File: config.mk
export PLATFORM = sky130hd
export DESIGN_NAME = cdt_timer
export DESIGN_NICKNAME = d
export VERILOG_FILES = /design/src/rtl/cdt_pkg.sv /design/src/rtl/cdt_prescaler.sv /design/src/rtl/cdt_counter.sv /design/src/rtl/cdt_timer.sv
export SDC_FILE = /design/constraint.sdc
export NUM_CORES = 1
export LEC_CHECK = 0
export ABC_CLOCK_PERIOD_IN_PS = 5800
export BUFFER_PORTS_ARGS = -buffer_cell sky130_fd_sc_hd__buf_4
export CORE_UTILIZATION = 58
export DETAILED_ROUTE_END_ITERATION = 6
export GPL_TIMING_DRIVEN = 1
export PLACE_DENSITY = 0.8
export SETUP_SLACK_MARGIN = 0.3
export SLEW_MARGIN = 15
export SYNTH_ARGS = -nofsm -noshare
export SYNTH_HDL_FRONTEND = slang
export SYNTH_SLANG_ARGS = --single-unit
File: constraint.sdc
create_clock -name clk -period 5.8 [get_ports clk]
set_input_delay 1.16 -clock clk [delete_from_list [all_inputs] [get_ports clk]]
set_output_delay 1.16 -clock clk [all_outputs]
set_load 0.005 [all_outputs]
File: src/rtl/cdt_pkg.sv
package cdt_pkg;
  typedef enum logic [1:0] {
    MODE_PERIODIC = 2'd0,
    MODE_ONESHOT  = 2'd1,
    MODE_FREE     = 2'd2,
    MODE_WDOG     = 2'd3
  } mode_e;

  localparam logic [1:0] ADDR_LOAD = 2'd0;
  localparam logic [1:0] ADDR_CTRL = 2'd1;
  localparam logic [1:0] ADDR_STAT = 2'd2;

  localparam int CTRL_EN_BIT   = 2;
  localparam int CTRL_PS_LSB   = 4;
  localparam int STAT_IRQ_BIT  = 0;
  localparam int STAT_FLAG_BIT = 1;
endpackage

File: src/rtl/cdt_prescaler.sv
module cdt_prescaler #(
  parameter int PRE_W  = 16,
  parameter int PSEL_W = $clog2(PRE_W)
) (
  input  logic              clk,
  input  logic              rst,
  input  logic              run_i,
  input  logic [PSEL_W-1:0] psel_i,
  output logic              tick_o
);
  logic [PRE_W-1:0] pcnt_q;
  logic [PRE_W-1:0] mask;

  assign mask   = (PRE_W'(1) << psel_i) - PRE_W'(1);
  assign tick_o = run_i && ((pcnt_q & mask) == mask);

  always_ff @(posedge clk) begin
    if (rst || !run_i) pcnt_q <= '0;
    else               pcnt_q <= pcnt_q + PRE_W'(1);
  end

  // with a divider above one, two ticks never fall on adjacent cycles
  a_r1_tick_spacing: assert property (@(posedge clk) disable iff (rst)
    (tick_o && psel_i != '0) |=> (!tick_o || psel_i == '0));
endmodule

File: src/rtl/cdt_counter.sv
module cdt_counter
  import cdt_pkg::*;
#(
  parameter int CNT_W = 16
) (
  input  logic             clk,
  input  logic             rst,
  input  logic             tick_i,
  input  mode_e            mode_i,
  input  logic [CNT_W-1:0] load_i,
  input  logic             ld_wr_i,
  input  logic [CNT_W-1:0] ld_data_i,
  output logic [CNT_W-1:0] count_o,
  output logic             expire_o
);
  logic [CNT_W-1:0] count_q;
  logic [CNT_W-1:0] reload;

  assign expire_o = tick_i && !ld_wr_i && (count_q <= CNT_W'(1));
  assign reload   = (mode_i == MODE_FREE) ? '1 : load_i;
  assign count_o  = count_q;

  always_ff @(posedge clk) begin
    if (rst)           count_q <= '0;
    else if (ld_wr_i)  count_q <= ld_data_i;
    else if (expire_o) count_q <= reload;
    else if (tick_i)   count_q <= count_q - CNT_W'(1);
  end

  // an ordinary tick lowers the count by exactly one
  a_r1_step: assert property (@(posedge clk) disable iff (rst)
    (tick_i && !ld_wr_i && count_q > CNT_W'(1)) |=> (count_q == $past(count_q) - CNT_W'(1)));

  // free-running expiry lands on all ones
  a_r5_free_reload: assert property (@(posedge clk) disable iff (rst)
    (expire_o && mode_i == MODE_FREE) |=> (count_q == {CNT_W{1'b1}}));

  // zero load outside free-running mode leaves the counter frozen
  a_r7_zero_hold: assert property (@(posedge clk) disable iff (rst)
    (mode_i != MODE_FREE && load_i == '0 && !ld_wr_i) |=> $stable(count_q));

  // a load write always lands in the counter
  a_r2_load_copy: assert property (@(posedge clk) disable iff (rst)
    ld_wr_i |=> (count_q == $past(ld_data_i)));
endmodule

File: src/rtl/cdt_timer.sv
module cdt_timer
  import cdt_pkg::*;
#(
  parameter int CNT_W = 16,
  parameter int PRE_W = 16
) (
  input  logic             clk,
  input  logic             por_i,
  input  logic             sys_rst_i,
  input  logic             wr_en_i,
  input  logic [1:0]       wr_addr_i,
  input  logic [CNT_W-1:0] wr_data_i,
  output logic [CNT_W-1:0] count_o,
  output logic             enable_o,
  output logic             irq_o,
  output logic             wdt_req_o,
  output logic             wdt_flag_o
);
  localparam int PSEL_W = $clog2(PRE_W);
  localparam int PS_MSB = CTRL_PS_LSB + PSEL_W - 1;

  logic              rst;
  logic              wr_load, wr_ctrl, wr_stat;
  logic [CNT_W-1:0]  load_q;
  mode_e             mode_q;
  logic              en_q;
  logic [PSEL_W-1:0] psel_q;
  logic              irq_q, req_q, flag_q;
  logic              run, tick, expire, wd_expire;
  logic [CNT_W-1:0]  count;

  assign rst       = sys_rst_i | por_i;
  assign wr_load   = wr_en_i && (wr_addr_i == ADDR_LOAD);
  assign wr_ctrl   = wr_en_i && (wr_addr_i == ADDR_CTRL);
  assign wr_stat   = wr_en_i && (wr_addr_i == ADDR_STAT);
  assign run       = en_q && ((mode_q == MODE_FREE) || (load_q != '0));
  assign wd_expire = expire && (mode_q == MODE_WDOG);

  cdt_prescaler #(.PRE_W(PRE_W), .PSEL_W(PSEL_W)) u_pre (
    .clk    (clk),
    .rst    (rst),
    .run_i  (run),
    .psel_i (psel_q),
    .tick_o (tick)
  );

  cdt_counter #(.CNT_W(CNT_W)) u_cnt (
    .clk       (clk),
    .rst       (rst),
    .tick_i    (tick),
    .mode_i    (mode_q),
    .load_i    (load_q),
    .ld_wr_i   (wr_load),
    .ld_data_i (wr_data_i),
    .count_o   (count),
    .expire_o  (expire)
  );

  always_ff @(posedge clk) begin
    if (rst) begin
      load_q <= '0;
      mode_q <= MODE_PERIODIC;
      en_q   <= 1'b0;
      psel_q <= '0;
    end else begin
      if (wr_load) load_q <= wr_data_i;
      if (wr_ctrl) begin
        mode_q <= mode_e'(wr_data_i[1:0]);
        en_q   <= wr_data_i[CTRL_EN_BIT];
        psel_q <= wr_data_i[PS_MSB:CTRL_PS_LSB];
      end else if (expire && mode_q == MODE_ONESHOT) begin
        en_q <= 1'b0;
      end
    end
  end

  always_ff @(posedge clk) begin
    if (rst) begin
      irq_q <= 1'b0;
      req_q <= 1'b0;
    end else begin
      req_q <= wd_expire;
      if (expire)                               irq_q <= 1'b1;
      else if (wr_stat && wr_data_i[STAT_IRQ_BIT]) irq_q <= 1'b0;
    end
  end

  always_ff @(posedge clk or posedge por_i) begin
    if (por_i)                                  flag_q <= 1'b0;
    else if (wd_expire)                         flag_q <= 1'b1;
    else if (wr_stat && wr_data_i[STAT_FLAG_BIT]) flag_q <= 1'b0;
  end

  assign count_o    = count;
  assign enable_o   = en_q;
  assign irq_o      = irq_q;
  assign wdt_req_o  = req_q;
  assign wdt_flag_o = flag_q;

  // the reset request lasts one cycle
  a_r8_req_pulse: assert property (@(posedge clk) disable iff (rst)
    req_q |=> !req_q);

  // a request is always accompanied by the flag
  a_r8_flag_with_req: assert property (@(posedge clk) disable iff (rst)
    req_q |-> flag_q);

  // one-shot expiry drops the enable
  a_r4_oneshot_stop: assert property (@(posedge clk) disable iff (rst)
    (expire && mode_q == MODE_ONESHOT && !wr_ctrl) |=> !en_q);

  // the interrupt holds until cleared
  a_r10_irq_sticky: assert property (@(posedge clk) disable iff (rst)
    (irq_q && !(wr_stat && wr_data_i[STAT_IRQ_BIT])) |=> irq_q);

  // a chip reset leaves the flag alone
  a_r9_flag_survives: assert property (@(posedge clk) disable iff (por_i)
    (sys_rst_i && flag_q) |=> flag_q);

  // a chip reset clears counter and interrupt
  a_r10_sysrst_clears: assert property (@(posedge clk) disable iff (por_i)
    sys_rst_i |=> (!irq_q && count == '0 && !en_q));
endmodule

# After elaboration in Yosys (flattened, before gate mapping)
# Index checks and enable logic that the tools add are counted.
# Widths: inputs -> output; s select.
# totals
mem_bits_rw	0
rom_bits	0
ff_bits	58
latch_bits	0
wordCells	53
in_bits	22
memories	0
output_inout_bits	20
# classes
n_div	0
addsub	3
n_lt_le_gt_ge	1
n_shift	1
n_reduce_logical	21
n_bitwise	2
multipliers	0
n_eq_ne	6
n_mux	10
# ops
op	count
$mux 16	4
$add 16x1->16 const B	1
$and 16x16->16	1
$eq 16x16->1	1
$le 16x1->1 const B	1
$reduce_bool 16->1	1
$shl 1x4->16 const A	1
$sub 16x1->16 const B	1
$sub 16x2->16 const B	1
$logic_and 1x1->1	11
$eq 2x2->1 const B	3
$mux 1	6
$reduce_bool 2->1	3
$eq 2x1->1 const B	2
$reduce_bool 3->1	1
$logic_not 1->1	2
$logic_not 2->1	1
$logic_or 1x1->1	2
$or 1x1->1	1

# Longest topological paths before layout
# Gate-level depths: netlist of the first run.
# logic_depth
word_depth	10
depth_mapped	14

# By module
# Synthesis of the first run repeated with hierarchy kept, for this count alone.
# hier_totals
cells_unflattened	406
hier_area_um2	3286.9
# modules_own_cells
mod	area_each_um2	cells_per_inst	n_inst
cdt_counter	1350.0	174	1
cdt_timer	1044.8	118	1
cdt_prescaler	892.1	114	1

# Worst setup path after synthesis of the first run
# Ideal clock, no wire load.
# synth_path
path_kind	flip-flop to flip-flop
start	reg psel_q[3]
end	reg u_cnt.count_q[14], in the netlist u_cnt.count_o[14]
path_stages_with_launch	12
setup_ps	133
path_buffers	3
setup_slack_ps	3238
synth_period_minus_slack_ps	2562
required_time_ps	5667
t_arrival_ps	2429
cell_sequence	dfxtp_1 -> clkbuf_1 -> nand3b_1 -> ha_1 -> clkbuf_1 -> xor2_1 -> o311ai_0 -> nor4_2 -> nand2_1 -> buf_2 -> o311ai_0 -> nand3_1
# synth_via
elab_chain_cells	9
# synth_rtl
element	line	rtl
start, declared	cdt_timer.sv:27	logic [PSEL_W-1:0] psel_q;
start signal, assigned	cdt_timer.sv:70	psel_q <= wr_data_i[PS_MSB:CTRL_PS_LSB];
$shl 1x4->16 *	cdt_prescaler.sv:14	assign mask = (PRE_W'(1) << psel_i) - PRE_W'(1);
$sub 16x2->16 *	cdt_prescaler.sv:14	
$and 16x16->16	cdt_prescaler.sv:15	assign tick_o = run_i && ((pcnt_q & mask) == mask);
$eq 16x16->1 *	cdt_prescaler.sv:15	
$logic_and 1x1->1 *	cdt_prescaler.sv:15	
$logic_and 1x1->1 (2 in a row)	cdt_counter.sv:19	assign expire_o = tick_i && !ld_wr_i && (count_q <= CNT_W'(1));
$mux 16	cdt_counter.sv:26	else if (expire_o) count_q <= reload;
$mux 16	cdt_counter.sv:25	else if (ld_wr_i) count_q <= ld_data_i;
end signal, assigned	cdt_counter.sv:25	
end signal, assigned	cdt_counter.sv:26	
end signal, assigned	cdt_counter.sv:27	else if (tick_i) count_q <= count_q - CNT_W'(1);
end, declared	cdt_counter.sv:16	logic [CNT_W-1:0] count_q;
# Mark *: on every way between the ends. The rest lies on a longest branch, timed or not.
# A chain may end at the register's enable or synchronous reset.

# Final worst setup path of the first run
# Ends and elaborated chain as after synthesis.

==> run summary, run 1 <==
Worst hold path type -> flop to flop
Vias -> 2938
Max Clk Rate -> 300 MHz
Syn_nets -> 418
Critical path's slowest cell -> or4_1
N_diodes -> 0
Final setup vio count -> 0
Worst-Margin Slew -> 0.948 ns
CTS tree -> done
Vias in the first global route -> 2491
Cells after DPL -> 480
Die Area -> 0.00566 mm^2
GP Congestion -> 0.898
Num rows -> 26
FFs w/ async S/R, synth -> 1.75%
Chip height -> 75.2 um
Htree depth -> 3
Crit path time final -> 3.34 ns
Hold buffer count at cts -> 0
Core Box Area -> 0.00514 mm^2
Die X-Extent -> 75.2 um
IR drop worst, VDD -> 0.157 mV
Area of the multi-input gates -> 0.00180 mm^2
Worst Path Arrival -> 3.62 ns
# port buffers -> 41
Max Buffers Root-to-Sink -> 2
NetSw -> 0.000247 W
Initial antenna violation count -> 0
Crit path max fanout -> 31
Synth Instances -> 392
Hpwl dp -> 5130 um
DRC errors left -> 0
Routed wire length per instance -> 15.1 um
Skew final -> 0.0103 ns
Synth Area per Inst -> 7.93 um^2
Post-synth top area cell -> dfxtp_1
EDFF count, synth -> 0
CP cell instances -> nor2_1 -> nand2_1 -> ha_1 -> xor2_1 -> o311ai_0 -> nor4_2 -> nand2_1 -> or4_1 -> nand3_1
Register area share after synthesis -> 36.9%
Crit path buffers/inverters -> 0
Clock buffer count from CTS -> 9
Most frequent cells in the layout -> 61 x nand2_1, 56 x dfxtp_1, 44 x buf_4
Leak -> 1.37 nW
Root Driver -> clkbuf_8
Wire length of the first global-routing pass -> 11800 um
Critical path type -> flop to flop
Synth top area share -> 36.1%
CP Launch Type -> flop
Pins Over Slew Limit -> 0
Status -> finished clean
Critical Path Max Stage Delay -> 0.69 ns
Initial core utilization -> 60.5%
Area Overhead vs Synth -> 14.7%
TNS Setup -> 0 ns
RSZ-0062 raised after global routing -> no
Yosys reg bits -> 57
Final WL -> 7470 um
Mapped cell area -> 0.00311 mm^2
RR Startpoint -> psel_q[3]
Top sig layer -> met4
Finished Layout Cells -> 496
Synth warn -> 0
Setup crit start -> psel_q[3]
Pin count of the biggest net entering global routing -> 43
Register Area -> 0.00115 mm^2
Pwr per Cell Area -> 238 mW/mm^2
# fillers -> 458
Util after Layout -> 69.4%
Int Power -> 0.000600 W
CTS resizes -> 0
Final period util -> 57.5%
Most common cell after layout, fill and taps aside -> nand2_1
Final Hold Fails -> 0
All-Layer GR Usage -> 28.1%
CP required -> 6.09 ns
Cell mode on critical path -> nand2_1
Delay-heaviest family, CP -> simple AND/OR/NAND/NOR gates
Metal-1 WL -> 3630 um
Met3 wire len -> 403 um
Post-route ant nets -> 0
DR vias/cell -> 5.92
Max-cap violations -> 0
Later-pin clock latency in the skew report -> 0.35 ns
Top FF cell, synth -> dfxtp_1
Synth cell types -> 61
Number of nets in the layout -> 447
Share of layout cells above drive strength 1 -> 17.4%
Synth area leaders -> dfxtp_1 36%, nand2_1 7.4%, nor2_1 4.7%, a21oi_1 4.0%, xor2_1 3.7%
Clock slew at reported path FFs -> 0.07 ns
Met2 wire len -> 3280 um
HP Start -> load_q[11]
CTS Sinks -> 57
Ports -> 42
Sequential power share -> 47.7%
Comb pwr share -> 14.0%
Crit. End Element -> flop
Drt initial violations -> 264
Power share of the clock group -> 38.3%
Sw Ratio -> 29.2%
Slew margin rel. -> 36.6%
Postcts setup bufs -> 0
GR Overflow Total -> 0
TritonRoute pass-1 iters -> 5
worst paths after layout:
| check | endpoint | slack (ns) | cells past startpoint |
|---|---|---|---|
| max in group asynchronous | wdt_flag_o | 5.05 | 2 |
| hold / removal | load_q[11] | 0.48 | 2 |
| min in group asynchronous | wdt_flag_o | 0.66 | 2 |
| setup reg to reg | u_cnt.count_o[14] | 2.46 | 9 |
| hold reg to reg | load_q[11] | 0.48 | 2 |
| setup / recovery | u_cnt.count_o[14] | 2.46 | 9 |
per-layer routing:
| layer | global-route usage (%) | vias to the layer above |
|---|---|---|
| met5 | 0 | - |
| met4 | 12.6 | 0 |
| met3 | 4.69 | 15 |
| met2 | 40.1 | 100 |
| met1 | 41.3 | 1366 |
| li1 | - | 1457 |
sequential cells by signal (all words and copies together), names as in the netlist:
signal and flops:
load_q 16, u_cnt.count_o 16, u_pre.pcnt_q 15, psel_q 4
mode_q 2, enable_o 1, irq_o 1, wdt_flag_o 1
wdt_req_o 1
layout make-up:
class                           count  area share [%]
Inverter                            7           0.737
Multi-Input combinational cell    302            50.6
Timing Repair Buffer               44            9.27
Sequential cell                    57            32.2
Tap cell                           70            2.46
Clock buffer                        9            3.47
Clock inverter                      7            1.33
worst reg2reg max path, stage by stage, from the launching register on:
cell      delay [ns]
dfxtp_1         0.57
nor2_1          0.13
nand2_1         0.09
ha_1            0.31
xor2_1          0.18
o311ai_0        0.16
nor4_2          0.41
nand2_1         0.63
or4_1           0.70
nand3_1         0.09
logic make-up after synthesis:
group	after synthesis	synth area share [%]
multiplexers	6	1.93
buffers and inverters	33	5.27
XOR/XNOR	23	6.48
AND/OR/NAND/NOR	179	28.9
AO/OA/AOI/OAI	90	18.9
adder cells (fa/ha/maj)	4	1.61
flip-flops	57	36.9
per-stage QoR:
stage / worst slack (ns) / hold WS (ns) / total power, W / cell area, um^2
final: 2.46 / 0.479 / 0.000847 / 3560
after global routing: 2.15 / 0.498 / 0.000879 / 3560
after CTS: 2.53 / 0.480 / 0.000848 / 3560
after detailed placement: 2.53 / 0.470 / 0.000530 / 3390
after global placement: 2.64 / 0.466 / 0.000527 / 3390
after floorplan: 3.24 / 0.445 / 0.000503 / 3110
synth_stat cells (4+ instances only):
master / number
ha_1: 4
xnor2_1: 10
a31oi_1: 10
or3_1: 6
nand3_1: 11
inv_1: 7
mux2i_1: 6
xor2_1: 13
nor3_1: 20
nor2_1: 39
dfxtp_1: 56
a21oi_1: 25
a211o_1: 11
o21ai_0: 20
buf_2: 5
clkbuf_1: 16
nand2_1: 61
nor4_1: 6
nor2b_1: 5
power by group through the flow:
stage	registers, W	clock network [W]	logic (W)
after floorplan	0.000410	0	0.0000920
after global placement	0.000413	0	0.000115
after detailed placement	0.000413	0	0.000117
after CTS	0.000404	0.000328	0.000117
after global routing	0.000405	0.000344	0.000131
final	0.000404	0.000325	0.000118
(Power assumes the default switching activity.)
==> run 2, diff against run 1 <==
--- a/config.mk
+++ b/config.mk
@@ -5,12 +5,12 @@
 export SDC_FILE = /design/constraint.sdc
 export NUM_CORES = 1
 export LEC_CHECK = 0
-export ABC_CLOCK_PERIOD_IN_PS = 5800
+export ABC_CLOCK_PERIOD_IN_PS = 2800
 export BUFFER_PORTS_ARGS = -buffer_cell sky130_fd_sc_hd__buf_4
-export CORE_UTILIZATION = 58
+export CORE_UTILIZATION = 52
 export DETAILED_ROUTE_END_ITERATION = 6
 export GPL_TIMING_DRIVEN = 1
-export PLACE_DENSITY = 0.8
+export PLACE_DENSITY = 0.76
 export SETUP_SLACK_MARGIN = 0.3
 export SLEW_MARGIN = 15
 export SYNTH_ARGS = -nofsm -noshare
==> constraint.sdc (replaced) <==
create_clock -name clk -period 2.8 [get_ports clk]
set_input_delay 0.56 -clock clk [delete_from_list [all_inputs] [get_ports clk]]
set_output_delay 0.56 -clock clk [all_outputs]
set_load 0.005 [all_outputs]
==> run 2 against run 1 <==
Against the previous run: wire length rose by 17%; flip-flop and latch count unchanged; sequential share of layout area fell by 2.9 points; register-to-register slack worse by 2.2 ns; setup slack got worse by 2.2 ns; clock-buffer cell count grew 4; critical path depth is 3 higher; first-iteration DRC count down 38%; final area increased by 11%; total power up 120%; via count rose by 6.6%; critical endpoint is now u_cnt.count_o[4].
==> run summary, run 2 (synthesis gave the netlist of run 1 again) <==
Max Clk Rate -> 399 MHz (+33%)
Area of the multi-input gates -> 0.00191 mm^2 (+6.0%)
Status -> finished clean
Vias -> 3132 (+6.6%)
Num rows -> 27 (+3.8%)
Htree depth -> 3 (unchanged)
Skew final -> 0.0120 ns (+0.00170 ns)
RSZ-0062 raised after global routing -> yes
Clock buffer count from CTS -> 9 (unchanged)
Final WL -> 8770 um (+17%)
Leak -> 1.58 nW (+15%)
Pwr per Cell Area -> 475 mW/mm^2 (+100%)
GP Congestion -> 0.810 (-9.9%)
All-Layer GR Usage -> 29.0% (+0.91 points)
Area Overhead vs Synth -> 27.1%
Power share of the clock group -> 40.6% (+2.3 points)
Root Driver -> clkbuf_8
Most common cell after layout, fill and taps aside -> buf_4
DR vias/cell -> 6.01 (+1.5%)
NetSw -> 0.000504 W (+100%)
Drt initial violations -> 165 (-38%)
Slew margin rel. -> 42.6% (+6.0 points)
Finished Layout Cells -> 521 (+5.0%)
Final period util -> 89.5% (+32 points)
DRC errors left -> 0 (unchanged)
Crit. End Element -> flop
Pins Over Slew Limit -> 0 (unchanged)
Critical path type -> flop to flop
Initial core utilization -> 55.1% (-5.4 points)
Crit path max fanout -> 6 (-81%)
Final setup vio count -> 0 (unchanged)
CP Launch Type -> flop
Cells after DPL -> 490 (+2.1%)
Final Hold Fails -> 0 (unchanged)
# port buffers -> 41 (unchanged)
Pin count of the biggest net entering global routing -> 43 (unchanged)
Hold buffer count at cts -> 0 (unchanged)
Ports -> 42 (unchanged)
TNS Setup -> 0 ns (unchanged)
Worst-Margin Slew -> 0.857 ns (-0.0910 ns)
IR drop worst, VDD -> 0.394 mV (+150%)
Pre-CTS setup slack -> 0.0427 ns (-2.48 ns)
Comb pwr share -> 14.8% (+0.8 points)
Core Box Area -> 0.00564 mm^2 (+9.8%)
Chip height -> 79.3 um (+5.5%)
Later-pin clock latency in the skew report -> 0.35 ns (about the same)
Die X-Extent -> 79.3 um (+5.5%)
Die Area -> 0.00629 mm^2 (+11%)
Int Power -> 0.00137 W (+130%)
Number of nets in the layout -> 470 (+5.1%)
Max-cap violations -> 0 (unchanged)
N_diodes -> 0 (unchanged)
Worst hold path type -> input port to async pin
CP required -> 3.03 ns (-3.06 ns)
Max Buffers Root-to-Sink -> 2 (unchanged)
Sequential power share -> 44.6% (-3.1 points)
Final setup margin -> 0.293 ns (-2.17 ns)
CTS tree -> done
TritonRoute pass-1 iters -> 5 (unchanged)
Register Area -> 0.00115 mm^2 (+0.66%)
Share of layout cells above drive strength 1 -> 24.9% (+7.6 points)
Initial antenna violation count -> 0 (unchanged)
Crit path time final -> 2.51 ns (-0.830 ns)
GR Overflow Total -> 0 (unchanged)
Worst Path Arrival -> 2.74 ns (-0.88 ns)
Routed wire length per instance -> 16.8 um (+12%)
Vias in the first global route -> 3006 (+21%)
CTS Sinks -> 57 (unchanged)
Clock slew at reported path FFs -> 0.06 ns (about the same)
# fillers -> 433 (-5.5%)
Hpwl dp -> 5660 um (+10%)
Wire length of the first global-routing pass -> 14000 um (+18%)
Post-route ant nets -> 0 (unchanged)
Most frequent cells in the layout -> 61 x buf_4, 58 x nand2_1, 52 x dfxtp_1
Sw Ratio -> 26.9% (-2.3 points)
-- run 2: worst max-delay path: stages (launching register included) --
cell,delay (ns)
dfxtp_2,0.33
nor2_4,0.13
nand3b_1,0.12
ha_4,0.21
or3_1,0.30
a211o_1,0.32
o2111ai_2,0.09
nor4_4,0.09
nand2_2,0.14
buf_6,0.14
buf_16,0.12
a21oi_1,0.04
o311a_2,0.33
-- run 2: path summary, 6_finish.rpt --
check,to,start,depth (start not counted),slack (ns)
hold reg to reg,load_q[10],load_q[10],2,0.48
min in group clk,u_cnt.count_o[12],wr_data_i[12],3,0.46
hold / removal,wdt_flag_o,por_i,2,0.07
setup reg to reg,u_cnt.count_o[4],psel_q[1],12,0.29
max in group asynchronous,wdt_flag_o,por_i,2,2.65
setup / recovery,u_cnt.count_o[4],psel_q[1],12,0.29
-- run 2: per-stage QoR --
stage / total power [W] / hold WS, ns / util (%) / instance area [um^2]
3_3_place_gp: 0.00110 / 0.425 / 61.5 / 3470
4_1_cts: 0.00187 / 0.0600 / 68.3 / 3850
2_1_floorplan: 0.00104 / 0.289 / - / 3110
5_1_grt: 0.00195 / 0.0635 / 70.0 / 3950
6_report: 0.00187 / 0.0653 / 70.0 / 3950
3_5_place_dp: 0.00110 / 0.427 / 61.5 / 3470
-- run 2: metal layers --
metal | wire [um] | track usage (%) | share of wire [%] | vias up
li1 | - | - | - | 1504
met1 | 3640 | 33.6 | 42 | 1501
met2 | 4420 | 49.5 | 50 | 104
met3 | 484 | 7.70 | 5.5 | 23
met4 | 223 | 13.3 | 2.5 | 0
met5 | 0 | 0 | 0 | -
-- run 2: power by group through the flow --
stage / registers, W / logic, W / clock network [W]
final: 0.000836 / 0.000277 / 0.000762
after global routing: 0.000837 / 0.000302 / 0.000808
after CTS: 0.000836 / 0.000265 / 0.000767
after detailed placement: 0.000853 / 0.000251 / 0
after global placement: 0.000853 / 0.000246 / 0
after floorplan: 0.000850 / 0.000191 / 0
-- run 2: cell type report --
type / instances / share of cell area, %
repair buffers: 67 / 14.7
clock inverters: 3 / 1.01
flip-flops and latches: 57 / 29.2
clock buffers: 13 / 3.77
well taps: 72 / 2.28
multi-input cells: 302 / 48.4
inverters: 7 / 0.665
-- run 2: what timing repair did --
item                                    CTS  global route
buffers inserted                          7             5
gates cloned                              2             1
endpoints found under the setup margin   19            35
pin swaps                                 8            14
gates resized for setup                  21             8
==> run 3, diff against run 2 <==
--- a/config.mk
+++ b/config.mk
@@ -5,12 +5,12 @@
 export SDC_FILE = /design/constraint.sdc
 export NUM_CORES = 1
 export LEC_CHECK = 0
-export ABC_CLOCK_PERIOD_IN_PS = 2800
+export ABC_CLOCK_PERIOD_IN_PS = 2700
 export BUFFER_PORTS_ARGS = -buffer_cell sky130_fd_sc_hd__buf_4
-export CORE_UTILIZATION = 52
+export CORE_UTILIZATION = 57
 export DETAILED_ROUTE_END_ITERATION = 6
 export GPL_TIMING_DRIVEN = 1
-export PLACE_DENSITY = 0.76
+export PLACE_DENSITY = 0.79
 export SETUP_SLACK_MARGIN = 0.3
 export SLEW_MARGIN = 15
 export SYNTH_ARGS = -nofsm -noshare
==> constraint.sdc (replaced) <==
create_clock -name clk -period 2.7 [get_ports clk]
set_input_delay 0.54 -clock clk [delete_from_list [all_inputs] [get_ports clk]]
set_output_delay 0.54 -clock clk [all_outputs]
set_load 0.005 [all_outputs]
==> run 3 against run 2 <==
Against the previous run: total power increased by 7.3%; register-to-register slack worse by 0.05 ns; cell count decreased by 0.77%; critical path depth did not move; final area decreased by 0.73%; hold slack worse by 0.015 ns; clock skew increased by 0.0028 ns; first-iteration DRC count rose by 45%; critical endpoint is now u_cnt.count_o[3].
==> run summary, run 3 (synthesis gave the netlist of run 1 again) <==
Final setup vio count -> 0 (unchanged)
Cells after DPL -> 489 (-0.20%)
CP Launch Type -> flop
Final WL -> 8710 um (-0.64%)
Htree depth -> 3 (unchanged)
Num rows -> 26 (-3.7%)
Crit path time final -> 2.46 ns (-0.0458 ns)
DRC errors left -> 0 (unchanged)
Critical path type -> flop to flop
Share of layout cells above drive strength 1 -> 24.4% (-0.56 points)
Initial core utilization -> 60.1% (+5.0 points)
Worst hold path type -> input port to async pin
Most common cell after layout, fill and taps aside -> buf_4
Crit path buffers/inverters -> 2 (unchanged)
Number of nets in the layout -> 468 (-0.43%)
Worst Path Arrival -> 2.72 ns (-0.02 ns)
N_diodes -> 0 (unchanged)
GP Congestion -> 0.894 (+10%)
DP Area -> 0.00349 mm^2 (+0.54%)
Status -> finished clean
# port buffers -> 41 (unchanged)
Skew final -> 0.0149 ns (+0.00281 ns)
Pin count of the biggest net entering global routing -> 43 (unchanged)
Delay-heaviest family, CP -> simple AND/OR/NAND/NOR gates
Post-route ant nets -> 0 (unchanged)
Crit path max fanout -> 8 (+2)
Cell mode on critical path -> buf_12
Drt initial violations -> 239 (+45%)
IR drop worst, VDD -> 0.352 mV (-11%)
Pins Over Slew Limit -> 0 (unchanged)
Vias -> 3121 (-0.35%)
Clock slew at reported path FFs -> 0.07 ns (about the same)
TNS Setup -> 0 ns (unchanged)
Core Box Area -> 0.00517 mm^2 (-8.3%)
Root Driver -> clkbuf_8
All-Layer GR Usage -> 31.4% (+2.4 points)
Die Area -> 0.00575 mm^2 (-8.6%)
RSZ-0062 raised after global routing -> yes
Hpwl dp -> 5440 um (-3.9%)
Max-cap violations -> 0 (unchanged)
GR Overflow Total -> 0 (unchanged)
CP required -> 2.96 ns (-0.07 ns)
Slew margin rel. -> 46.1% (+3.5 points)
CTS tree -> done
Wire length of the first global-routing pass -> 13300 um (-4.6%)
Final period util -> 91.1% (+1.6 points)
Hold buffer count at cts -> 0 (unchanged)
Finished Layout Cells -> 517 (-0.77%)
Initial antenna violation count -> 0 (unchanged)
TritonRoute pass-1 iters -> 4 (-1)
Critical Path Max Stage Delay -> 0.34 ns (about the same)
CP cell instances -> nor2_4 -> nand3b_1 -> ha_4 -> nor2b_1 -> o21ai_0 -> o311ai_1 -> nor4_2 -> nand2_2 -> buf_12 -> buf_12 -> a311o_1 -> a31oi_1
CTS Sinks -> 57 (unchanged)
Area Overhead vs Synth -> 26.2%
Clock buffer count from CTS -> 9 (unchanged)
Design area -> 0.00392 mm^2 (-0.73%)
Max Clk Rate -> 406 MHz (+1.9%)
Final Hold Fails -> 0 (unchanged)
Ports -> 42 (unchanged)
Most frequent cells in the layout -> 60 x buf_4, 59 x nand2_1, 53 x dfxtp_1
Max Buffers Root-to-Sink -> 2 (unchanged)
Vias in the first global route -> 2721 (-9.5%)
Worst-Margin Slew -> 0.809 ns (-0.0481 ns)
Die X-Extent -> 75.8 um (-4.4%)
Pwr per Cell Area -> 513 mW/mm^2 (+8.1%)
Leak -> 1.56 nW (-0.95%)
Critical path's slowest cell -> dfxtp_2
Pre-CTS setup slack -> 0.202 ns (+0.159 ns)
Later-pin clock latency in the skew report -> 0.34 ns (about the same)
Chip height -> 75.8 um (-4.4%)
Final setup margin -> 0.239 ns (-0.0542 ns)
Routed wire length per instance -> 16.9 um (+0.13%)
Crit. End Element -> flop
DR vias/cell -> 6.04 (+0.42%)
## run 3: cell types whose count changed in the layout (fill, tap and decap cells not counted), moves of 2 or more
cell,previous run,this run
a21oi_2,1,3
clkbuf_8,10,13
a21oi_1,24,22
clkbuf_1,3,1
## run 3: final timing paths
| check | startpoint | to | slack [ns] | cells after the start |
|---|---|---|---|---|
| max | psel_q[2] | u_cnt.count_o[3] | 0.24 | 12 |
| min | por_i | wdt_flag_o | 0.05 | 2 |
| max reg2reg | psel_q[2] | u_cnt.count_o[3] | 0.24 | 12 |
| min reg2reg | load_q[10] | load_q[10] | 0.48 | 2 |
| max in group asynchronous | por_i | wdt_flag_o | 2.56 | 2 |
| min in group clk | wr_data_i[8] | load_q[8] | 0.45 | 3 |
## run 3: layout make-up
type / count / area [um^2]
well taps: 70 / 87.6
inverters: 7 / 26.3
repair buffers: 65 / 554
flip-flops and latches: 57 / 1150
fillers: 402 / 1250
clock buffers: 14 / 183
clock inverters: 2 / 35.0
multi-input cells: 302 / 1880
## run 3: report_power, final
part           internal (W)  switching, W  total (W)
clock              0.000526      0.000342   0.000868
sequential         0.000851     0.0000152   0.000866
combinational      0.000119      0.000159   0.000277
total               0.00150      0.000516    0.00201
## run 3: per-stage QoR
stage | utilization [%] | total power, W | hold slack, ns
2_1_floorplan | - | 0.00108 | 0.269
3_3_place_gp | 67.5 | 0.00114 | 0.399
3_5_place_dp | 67.5 | 0.00114 | 0.404
4_1_cts | 73.8 | 0.00200 | 0.0443
5_1_grt | 75.8 | 0.00208 | 0.0519
6_report | 75.8 | 0.00201 | 0.0505
## run 3: worst register-to-register path: cells and delay by family (launching register included)
kind,cells,cell delay [ns]
AND/OR/NAND/NOR,5,0.83
AO/OA/AOI/OAI,4,0.70
flip-flops,1,0.34
buffers and inverters,2,0.28
adder cells (fa/ha/maj),1,0.22
## run 3: what timing repair did
action	CTS	global route
gates cloned	1	1
pin swaps	3	14
gates resized for setup	10	10
buffers inserted	5	5
endpoints found under the setup margin	6	20
## run 3: metal layers
layer  track usage, %  share of wire [%]  wire length, um  up-vias
met1             43.9                 46             3970     1472
met3             4.63                7.4              641       20
li1                 -                  -                -     1502
met5                0                  0                0        -
met4             15.4                2.3              199        0
met2             47.1                 45             3900      127
